--- src/rtl/ledctl_pkg.sv ---
package ledctl_pkg;

    localparam int BYTE_W    = 8;
    localparam int NUM_SLOTS = 4;

    typedef enum logic [3:0] {
        ST_IDLE,
        ST_ADDR,
        ST_ADDR_ACK,
        ST_REG,
        ST_REG_ACK,
        ST_DATA,
        ST_DATA_ACK,
        ST_TX,
        ST_TX_ACK,
        ST_IGNORE
    } link_state_t;

    localparam logic [6:0] DEV_ADDR_MAIN = 7'h36;
    localparam logic [6:0] DEV_ADDR_ALT  = 7'h38;

    // slot 0: enables, slot 1..3: brightness levels
    function automatic logic [BYTE_W-1:0] slot_addr(input int idx);
        case (idx)
            0:       return 8'h10;
            1:       return 8'hA0;
            2:       return 8'hB0;
            default: return 8'hC0;
        endcase
    endfunction

    function automatic logic [BYTE_W-1:0] slot_por(input int idx);
        case (idx)
            0:       return 8'h20;
            1:       return 8'hE0;
            2:       return 8'hE0;
            default: return 8'hFC;
        endcase
    endfunction

endpackage

--- src/rtl/ledctl_bus_sync.sv ---
module ledctl_bus_sync #(
    parameter int SYNC_STAGES = 2
) (
    input  logic clk,
    input  logic rst_n,
    input  logic scl_i,
    input  logic sda_i,
    output logic scl_rise,
    output logic scl_fall,
    output logic sda_lvl,
    output logic start_det,
    output logic stop_det
);
    logic [SYNC_STAGES-1:0] scl_pipe;
    logic [SYNC_STAGES-1:0] sda_pipe;
    logic scl_q;
    logic sda_q;
    logic scl_lvl;

    always_ff @(posedge clk or negedge rst_n) begin
        if (!rst_n) begin
            scl_pipe <= '1;
            sda_pipe <= '1;
            scl_q    <= 1'b1;
            sda_q    <= 1'b1;
        end else begin
            scl_pipe <= {scl_pipe[SYNC_STAGES-2:0], scl_i};
            sda_pipe <= {sda_pipe[SYNC_STAGES-2:0], sda_i};
            scl_q    <= scl_lvl;
            sda_q    <= sda_lvl;
        end
    end

    assign scl_lvl   = scl_pipe[SYNC_STAGES-1];
    assign sda_lvl   = sda_pipe[SYNC_STAGES-1];
    assign scl_rise  = scl_lvl & ~scl_q;
    assign scl_fall  = ~scl_lvl & scl_q;
    // SDA edges count as framing only while SCL stays high
    assign start_det = scl_lvl & scl_q & sda_q & ~sda_lvl;
    assign stop_det  = scl_lvl & scl_q & ~sda_q & sda_lvl;

endmodule

--- src/rtl/ledctl_i2c_link.sv ---
module ledctl_i2c_link
    import ledctl_pkg::*;
#(
    parameter logic [6:0] DEV_ADDR = DEV_ADDR_MAIN
) (
    input  logic              clk,
    input  logic              rst_n,
    input  logic              scl_rise,
    input  logic              scl_fall,
    input  logic              sda_lvl,
    input  logic              start_det,
    input  logic              stop_det,
    input  logic [BYTE_W-1:0] rd_data,
    output logic              sda_pull,
    output logic              wr_en,
    output logic [BYTE_W-1:0] reg_ptr,
    output logic [BYTE_W-1:0] wr_data
);
    localparam int CNT_W = $clog2(BYTE_W + 1);
    localparam logic [CNT_W-1:0] CNT_FULL = CNT_W'(BYTE_W);
    localparam logic [CNT_W-1:0] CNT_LAST = CNT_W'(BYTE_W - 1);

    link_state_t       state, nxt;
    logic [CNT_W-1:0]  cnt;
    logic [BYTE_W-1:0] rx_sr;
    logic [BYTE_W-1:0] tx_sr;
    logic              rw_q;
    logic              m_ack;
    logic              byte_done;

    assign byte_done = scl_fall && (cnt == CNT_FULL);

    always_comb begin
        nxt = state;
        if (start_det)     nxt = ST_ADDR;
        else if (stop_det) nxt = ST_IDLE;
        else begin
            unique case (state)
                ST_IDLE, ST_IGNORE: nxt = state;
                ST_ADDR:     if (byte_done)
                                 nxt = (rx_sr[BYTE_W-1:1] == DEV_ADDR) ? ST_ADDR_ACK : ST_IGNORE;
                ST_ADDR_ACK: if (scl_fall) nxt = rw_q ? ST_TX : ST_REG;
                ST_REG:      if (byte_done) nxt = ST_REG_ACK;
                ST_REG_ACK:  if (scl_fall) nxt = ST_DATA;
                ST_DATA:     if (byte_done) nxt = ST_DATA_ACK;
                ST_DATA_ACK: if (scl_fall) nxt = ST_DATA;
                ST_TX:       if (scl_fall && cnt == CNT_LAST) nxt = ST_TX_ACK;
                ST_TX_ACK:   if (scl_fall) nxt = m_ack ? ST_TX : ST_IGNORE;
                default:     nxt = ST_IDLE;
            endcase
        end
    end

    always_ff @(posedge clk or negedge rst_n) begin
        if (!rst_n) state <= ST_IDLE;
        else        state <= nxt;
    end

    always_ff @(posedge clk or negedge rst_n) begin
        if (!rst_n) begin
            cnt     <= '0;
            rx_sr   <= '0;
            tx_sr   <= '0;
            rw_q    <= 1'b0;
            m_ack   <= 1'b0;
            reg_ptr <= '0;
        end else if (start_det || stop_det) begin
            cnt <= '0;
        end else if (scl_rise) begin
            if (state == ST_ADDR || state == ST_REG || state == ST_DATA) begin
                rx_sr <= {rx_sr[BYTE_W-2:0], sda_lvl};
                cnt   <= cnt + 1'b1;
            end
            if (state == ST_TX_ACK) m_ack <= ~sda_lvl;
        end else if (scl_fall) begin
            unique case (state)
                ST_ADDR: if (cnt == CNT_FULL) begin
                    rw_q <= rx_sr[0];
                    cnt  <= '0;
                end
                ST_ADDR_ACK: if (rw_q) begin
                    tx_sr <= rd_data;
                    cnt   <= '0;
                end
                ST_REG: if (cnt == CNT_FULL) begin
                    reg_ptr <= rx_sr;
                    cnt     <= '0;
                end
                ST_DATA: if (cnt == CNT_FULL) cnt <= '0;
                ST_TX: begin
                    tx_sr <= {tx_sr[BYTE_W-2:0], 1'b0};
                    cnt   <= cnt + 1'b1;
                end
                ST_TX_ACK: if (m_ack) begin
                    tx_sr <= rd_data;
                    cnt   <= '0;
                end
                default: ;
            endcase
        end
    end

    always_comb begin
        wr_data  = rx_sr;
        wr_en    = (state == ST_DATA) && byte_done;
        sda_pull = 1'b0;
        unique case (state)
            ST_ADDR_ACK, ST_REG_ACK, ST_DATA_ACK: sda_pull = 1'b1;
            ST_TX:                                sda_pull = ~tx_sr[BYTE_W-1];
            default:                              sda_pull = 1'b0;
        endcase
    end

    assert_start_enters_addr_R1: assert property (@(posedge clk) disable iff (!rst_n)
        start_det |=> (state == ST_ADDR));
    assert_stop_goes_idle_R1: assert property (@(posedge clk) disable iff (!rst_n)
        (stop_det && !start_det) |=> (state == ST_IDLE));
    assert_ack_follows_reg_byte_R3: assert property (@(posedge clk) disable iff (!rst_n)
        (state == ST_REG && byte_done && !start_det && !stop_det) |=> sda_pull);
    assert_ignore_is_silent_R2: assert property (@(posedge clk) disable iff (!rst_n)
        (state == ST_IGNORE) |-> (!sda_pull && !wr_en));

endmodule

--- src/rtl/ledctl_regfile.sv ---
module ledctl_regfile
    import ledctl_pkg::*;
(
    input  logic                               clk,
    input  logic                               rst_n,
    input  logic                               wr_en,
    input  logic [BYTE_W-1:0]                  wr_addr,
    input  logic [BYTE_W-1:0]                  wr_data,
    input  logic [BYTE_W-1:0]                  rd_addr,
    output logic [BYTE_W-1:0]                  rd_data,
    output logic [NUM_SLOTS-1:0][BYTE_W-1:0]   regs
);
    logic wr_hit;

    for (genvar g = 0; g < NUM_SLOTS; g++) begin : g_slot
        logic [BYTE_W-1:0] q;
        always_ff @(posedge clk or negedge rst_n) begin
            if (!rst_n)                                q <= slot_por(g);
            else if (wr_en && wr_addr == slot_addr(g)) q <= wr_data;
        end
        assign regs[g] = q;
    end

    always_comb begin
        rd_data = '0;
        wr_hit  = 1'b0;
        for (int i = 0; i < NUM_SLOTS; i++) begin
            if (rd_addr == slot_addr(i)) rd_data = regs[i];
            if (wr_addr == slot_addr(i)) wr_hit  = 1'b1;
        end
    end

    assert_mapped_write_lands_R4: assert property (@(posedge clk) disable iff (!rst_n)
        (wr_en && wr_addr == slot_addr(1)) |=> (regs[1] == $past(wr_data)));
    assert_unmapped_write_dropped_R6: assert property (@(posedge clk) disable iff (!rst_n)
        (wr_en && !wr_hit) |=> $stable(regs));

endmodule

--- src/rtl/ledctl_i2c_regs.sv ---
module ledctl_i2c_regs
    import ledctl_pkg::*;
#(
    parameter bit ALT_ADDR    = 1'b0,
    parameter int SYNC_STAGES = 2
) (
    input  logic       clk,
    input  logic       hw_rst_n,
    input  logic       scl_i,
    input  logic       sda_i,
    output logic       sda_pull_o,
    output logic       en_main_o,
    output logic       en_sub_o,
    output logic       en_ind_o,
    output logic       sense_a5_o,
    output logic       en_b3_o,
    output logic [4:0] lvl_a_o,
    output logic [4:0] lvl_b_o,
    output logic [1:0] lvl_c_o,
    output logic       chip_off_o
);
    localparam logic [6:0] DEV_ADDR = ALT_ADDR ? DEV_ADDR_ALT : DEV_ADDR_MAIN;

    logic scl_rise, scl_fall, sda_lvl, start_det, stop_det;
    logic wr_en;
    logic [BYTE_W-1:0] reg_ptr, wr_data, rd_data;
    logic [NUM_SLOTS-1:0][BYTE_W-1:0] regs;

    ledctl_bus_sync #(.SYNC_STAGES(SYNC_STAGES)) u_sync (
        .clk       (clk),
        .rst_n     (hw_rst_n),
        .scl_i     (scl_i),
        .sda_i     (sda_i),
        .scl_rise  (scl_rise),
        .scl_fall  (scl_fall),
        .sda_lvl   (sda_lvl),
        .start_det (start_det),
        .stop_det  (stop_det)
    );

    ledctl_i2c_link #(.DEV_ADDR(DEV_ADDR)) u_link (
        .clk       (clk),
        .rst_n     (hw_rst_n),
        .scl_rise  (scl_rise),
        .scl_fall  (scl_fall),
        .sda_lvl   (sda_lvl),
        .start_det (start_det),
        .stop_det  (stop_det),
        .rd_data   (rd_data),
        .sda_pull  (sda_pull_o),
        .wr_en     (wr_en),
        .reg_ptr   (reg_ptr),
        .wr_data   (wr_data)
    );

    ledctl_regfile u_regs (
        .clk     (clk),
        .rst_n   (hw_rst_n),
        .wr_en   (wr_en),
        .wr_addr (reg_ptr),
        .wr_data (wr_data),
        .rd_addr (reg_ptr),
        .rd_data (rd_data),
        .regs    (regs)
    );

    assign en_main_o  = regs[0][0];
    assign en_sub_o   = regs[0][1];
    assign en_ind_o   = regs[0][2];
    assign sense_a5_o = regs[0][3];
    assign en_b3_o    = regs[0][4];
    assign lvl_a_o    = regs[1][4:0];
    assign lvl_b_o    = regs[2][4:0];
    assign lvl_c_o    = regs[3][1:0];
    assign chip_off_o = ~hw_rst_n | ~|regs[0][2:0];

endmodule

--- config.mk ---
export PLATFORM = sky130hd
export DESIGN_NAME = ledctl_i2c_regs
export DESIGN_NICKNAME = d
export VERILOG_FILES = /design/src/rtl/ledctl_pkg.sv /design/src/rtl/ledctl_bus_sync.sv /design/src/rtl/ledctl_i2c_link.sv /design/src/rtl/ledctl_regfile.sv /design/src/rtl/ledctl_i2c_regs.sv
export SDC_FILE = /design/constraint.sdc
export NUM_CORES = 1
export LEC_CHECK = 0
export ABC_CLOCK_PERIOD_IN_PS = 3110
export BUFFER_PORTS_ARGS = -buffer_cell sky130_fd_sc_hd__buf_2
export CORE_MARGIN = 2
export CORE_UTILIZATION = 60
export CTS_CLUSTER_SIZE = 30
export DETAILED_ROUTE_END_ITERATION = 16
export PLACE_DENSITY = 0.88
export SLEW_MARGIN = 0
export SYNTH_ARGS = -nofsm -noshare
export SYNTH_HDL_FRONTEND = slang
export SYNTH_SLANG_ARGS = --single-unit
--- constraint.sdc ---
create_clock -name clk -period 3.11 [get_ports clk]
set_clock_uncertainty 0.1 [all_clocks]
set_input_delay 0.311 -clock clk [delete_from_list [all_inputs] [get_ports clk]]
set_output_delay 0.311 -clock clk [all_outputs]
set_load 0.05 [all_outputs]
==> reports/qor.yml <==
clocking:
  cts_tree: "built"
  root_buffer: "clkbuf_8"
  clockBufferDepth: 2
  cts_htree_levels: 3
  clock_sinks: 72
  cts_buffers: 9
  clkLatencyLatePin_ps: 340
  cts-resized-gates: 0
  path_clk_slew_ps: 80
floorplanning:
  die-area_um2: 6780
  die_width_um: 82.4
  initial_utilization_pct: 62.2
  io_pins: 23
  row_count: 28
  dieHeight_um: 82.4
  design.core.area_um2: 5920
job:
  maxCapViolCount: 0
detailed_routing:
  drt-initial-drc-count: 239
  dr_wl_met2_um: 3720
  via_per_inst: 6.36
  drc: 0
  dr_total_vias: 2657
  dr.pass1.iters: 5
  wl_met3_um: 371
  wl_met1_um: 3480
  wire_per_inst_um: 18.4
  ant_nets: 0
  wirelength_um: 7690
  highest_layer: "met4"
logic_synthesis:
  synth_ff_type: "dfrtp_1"
  synthAdderAreaFrac_pct: 0.679
  synth_seq_cells: 72
  synth-seq-area-share_pct: 49.6
  muxShareOfSynthArea_pct: 15.7
  synth_edf_count: 0
  yosysTopAreaCell: "dfrtp_1"
  synthDistinctLibCells: 59
  netlist_instances: 326
  synth_top_family_by_area: "simple AND/OR/NAND/NOR gates"
  synthTopCellsByArea: "dfrtp_1 36%, dfstp_2 14%, mux2_2 12%"
  synthXorXnorAreaFrac_pct: 0.238
  synth_compound_area_share_pct: 13.0
  synthesis.area_um2: 3680
  yosysWarnings: 0
  syn_area_per_cell_um2: 11.3
  synth_common_cells: "53 x dfrtp_1, 39 x mux2_2, 19 x dfstp_2, 19 x nor2_1, 19 x nor3_1"
  async_flop_share_pct: 100
  synth_most_common_cell: "dfrtp_1"
  yosysTopAreaCellShare_pct: 36.0
  synth-simple-area-share_pct: 16.1
  synth_nets: 332
layout:
  design_area_um2: 3970
  area_delta_synth_final_pct: 7.68
  multiInputGateArea_um2: 1690
  nFillCells: 439
  regArea_um2: 1830
  diodes: 0
  nets: 344
  layout-drive-gt1-share_pct: 32.7
  final_util_pct: 67.0
timing:
  finalHoldViolCount: 0
  slew_violations: 0
  maxSlewHeadroom_pct: 40.7
  worst_slew_pin_slew_ps: 889
  layout_min_cycle_time_ps: 2640
  setup_viol: 0
  max_freq_mhz: 379
  final.period_utilization_pct: 84.8
  setup_tns_ps: 0
  rsz0062_at_grt: "false"
grt:
  grt_pass1_vias: 2472
  grt_max_degree: 73
  grt_use_total_pct: 25.2
  overflow: 0
  antenna_found_initial: 0
  grt_pass1_wl_um: 12600
status:
  status: "completed"
power:
  leakage_uw: 0.00179
  power.density_nw_per_um2: 688
  irDropWorstVdd_mv: 0.613
placed_design:
  placed_area_um2: 3750
  dp_hpwl_um: 5330
  gp_congestion: 0.891
  io_buffers: 22
worst_setup_path:
  crit_required_ps: 3240
  worstRegToRegCells: 5
  critical_path_arrival_ps: 2770
  cp_max_fo: 13
  critPathKind: "flop to flop"
  r2r-end: "u_regs.g_slot[2].q[3]$_DFFE_PN0P_"
  reg2reg_from: "u_link.state[0]$_DFFE_PN0P_"
  r2r_setup_slack_ps: 470
  crit_path_end_kind: "flop"
  startpoint_type: "flop"
min_path:
  hp-class: "primary input to asynchronous set/reset pin"
==> cell families after synthesis <==
group | count (synthesis)
AND/OR/NAND/NOR | 106
flip-flops | 72
AO/OA/AOI/OAI | 65
multiplexers | 49
buffers and inverters | 31
adder cells (fa/ha/maj) | 2
XOR/XNOR | 1
==> layout by cell type (no fill, tap or decap), types with 5 or more instances in the layout <==
| cell | n |
|---|---|
| nor3_1 | 19 |
| nand3_1 | 10 |
| nor2_1 | 19 |
| a22oi_1 | 7 |
| o2bb2ai_1 | 6 |
| mux2_4 | 8 |
| dfstp_2 | 19 |
| a221oi_1 | 7 |
| nand2_1 | 13 |
| o21ai_0 | 8 |
| clkbuf_8 | 10 |
| inv_1 | 7 |
| nor2b_1 | 5 |
| dfrtp_1 | 53 |
| nand2b_1 | 8 |
| buf_2 | 22 |
| mux2_2 | 39 |
| a21oi_1 | 6 |
==> sequential cells by signal, indices dropped and copies added (netlist names) <==
register         flops
u_link.cnt           4
u_link.m_ack         1
u_link.reg_ptr       8
u_link.rw_q          1
u_link.state         4
u_link.tx_sr         8
u_link.wr_data       8
u_regs.g_slot.q     32
u_sync.scl_pipe      2
u_sync.scl_q         1
u_sync.sda_pipe      2
u_sync.sda_q         1
==> worst max-delay path by stage <==
stage / start / end / slack [ps]
6_report: u_link.state[0]$_DFFE_PN0P_ / u_regs.g_slot[2].q[3]$_DFFE_PN0P_ / 470
5_1_grt: u_link.state[0]$_DFFE_PN0P_ / u_regs.g_slot[2].q[0]$_DFFE_PN0P_ / 350
4_1_cts: u_link.state[0]$_DFFE_PN0P_ / u_regs.g_slot[2].q[3]$_DFFE_PN0P_ / 490
3_5_place_dp: u_link.state[0]$_DFFE_PN0P_ / u_regs.g_slot[2].q[3]$_DFFE_PN0P_ / 550
3_3_place_gp: u_link.state[0]$_DFFE_PN0P_ / u_regs.g_slot[2].q[0]$_DFFE_PN0P_ / 640
2_1_floorplan: u_regs.g_slot[0].q[2]$_DFFE_PN0P_ / chip_off_o / 850
==> through the flow <==
stage	instances	total power [uW]	hold WS (ps)	setup slack, ps
floorplan	326	1780	-84.6	845
global placement	400	1970	246	641
detailed placement	400	2000	247	548
CTS	418	2730	116	489
global route	418	2880	154	347
finish	418	2730	74.0	472
==> timing repair <==
action / in CTS / in global routing
setup endpoints to repair: 0 / 0
setup buffers: 0 / 0
endpoints found under the hold margin: 2 / 0
hold buffers: 2 / 0
==> layout make-up <==
class | instances | share of cell area (%)
clock inverters | 5 | 1.42
multi-input cells | 223 | 42.5
flip-flops and latches | 72 | 46.0
repair buffers | 25 | 3.47
well taps | 75 | 2.37
inverters | 7 | 0.662
clock buffers | 11 | 3.56
==> routing by layer <==
| layer | track usage [%] | vias to the layer above |
|---|---|---|
| li1 | - | 1229 |
| met3 | 4.89 | 16 |
| met5 | 0 | - |
| met2 | 39.2 | 84 |
| met4 | 7.67 | 0 |
| met1 | 36.1 | 1328 |
==> power breakdown <==
| group | total, uW | internal (uW) | leakage (uW) | switching (uW) |
|---|---|---|---|---|
| Clock | 736 | 391 | 0.0000993 | 345 |
| Sequential | 1320 | 1070 | 0.000890 | 257 |
| Combinational | 668 | 294 | 0.000803 | 375 |
| Total | 2730 | 1750 | 0.00179 | 977 |
==> critical path, cell delays in order (launching register included) <==
cell and delay, ps:
dfrtp_1 550, nor2b_1 350, nand3_1 230, nor4_1 500
and2_1 400, mux2_2 380
Power figures use the tool's default switching activity.
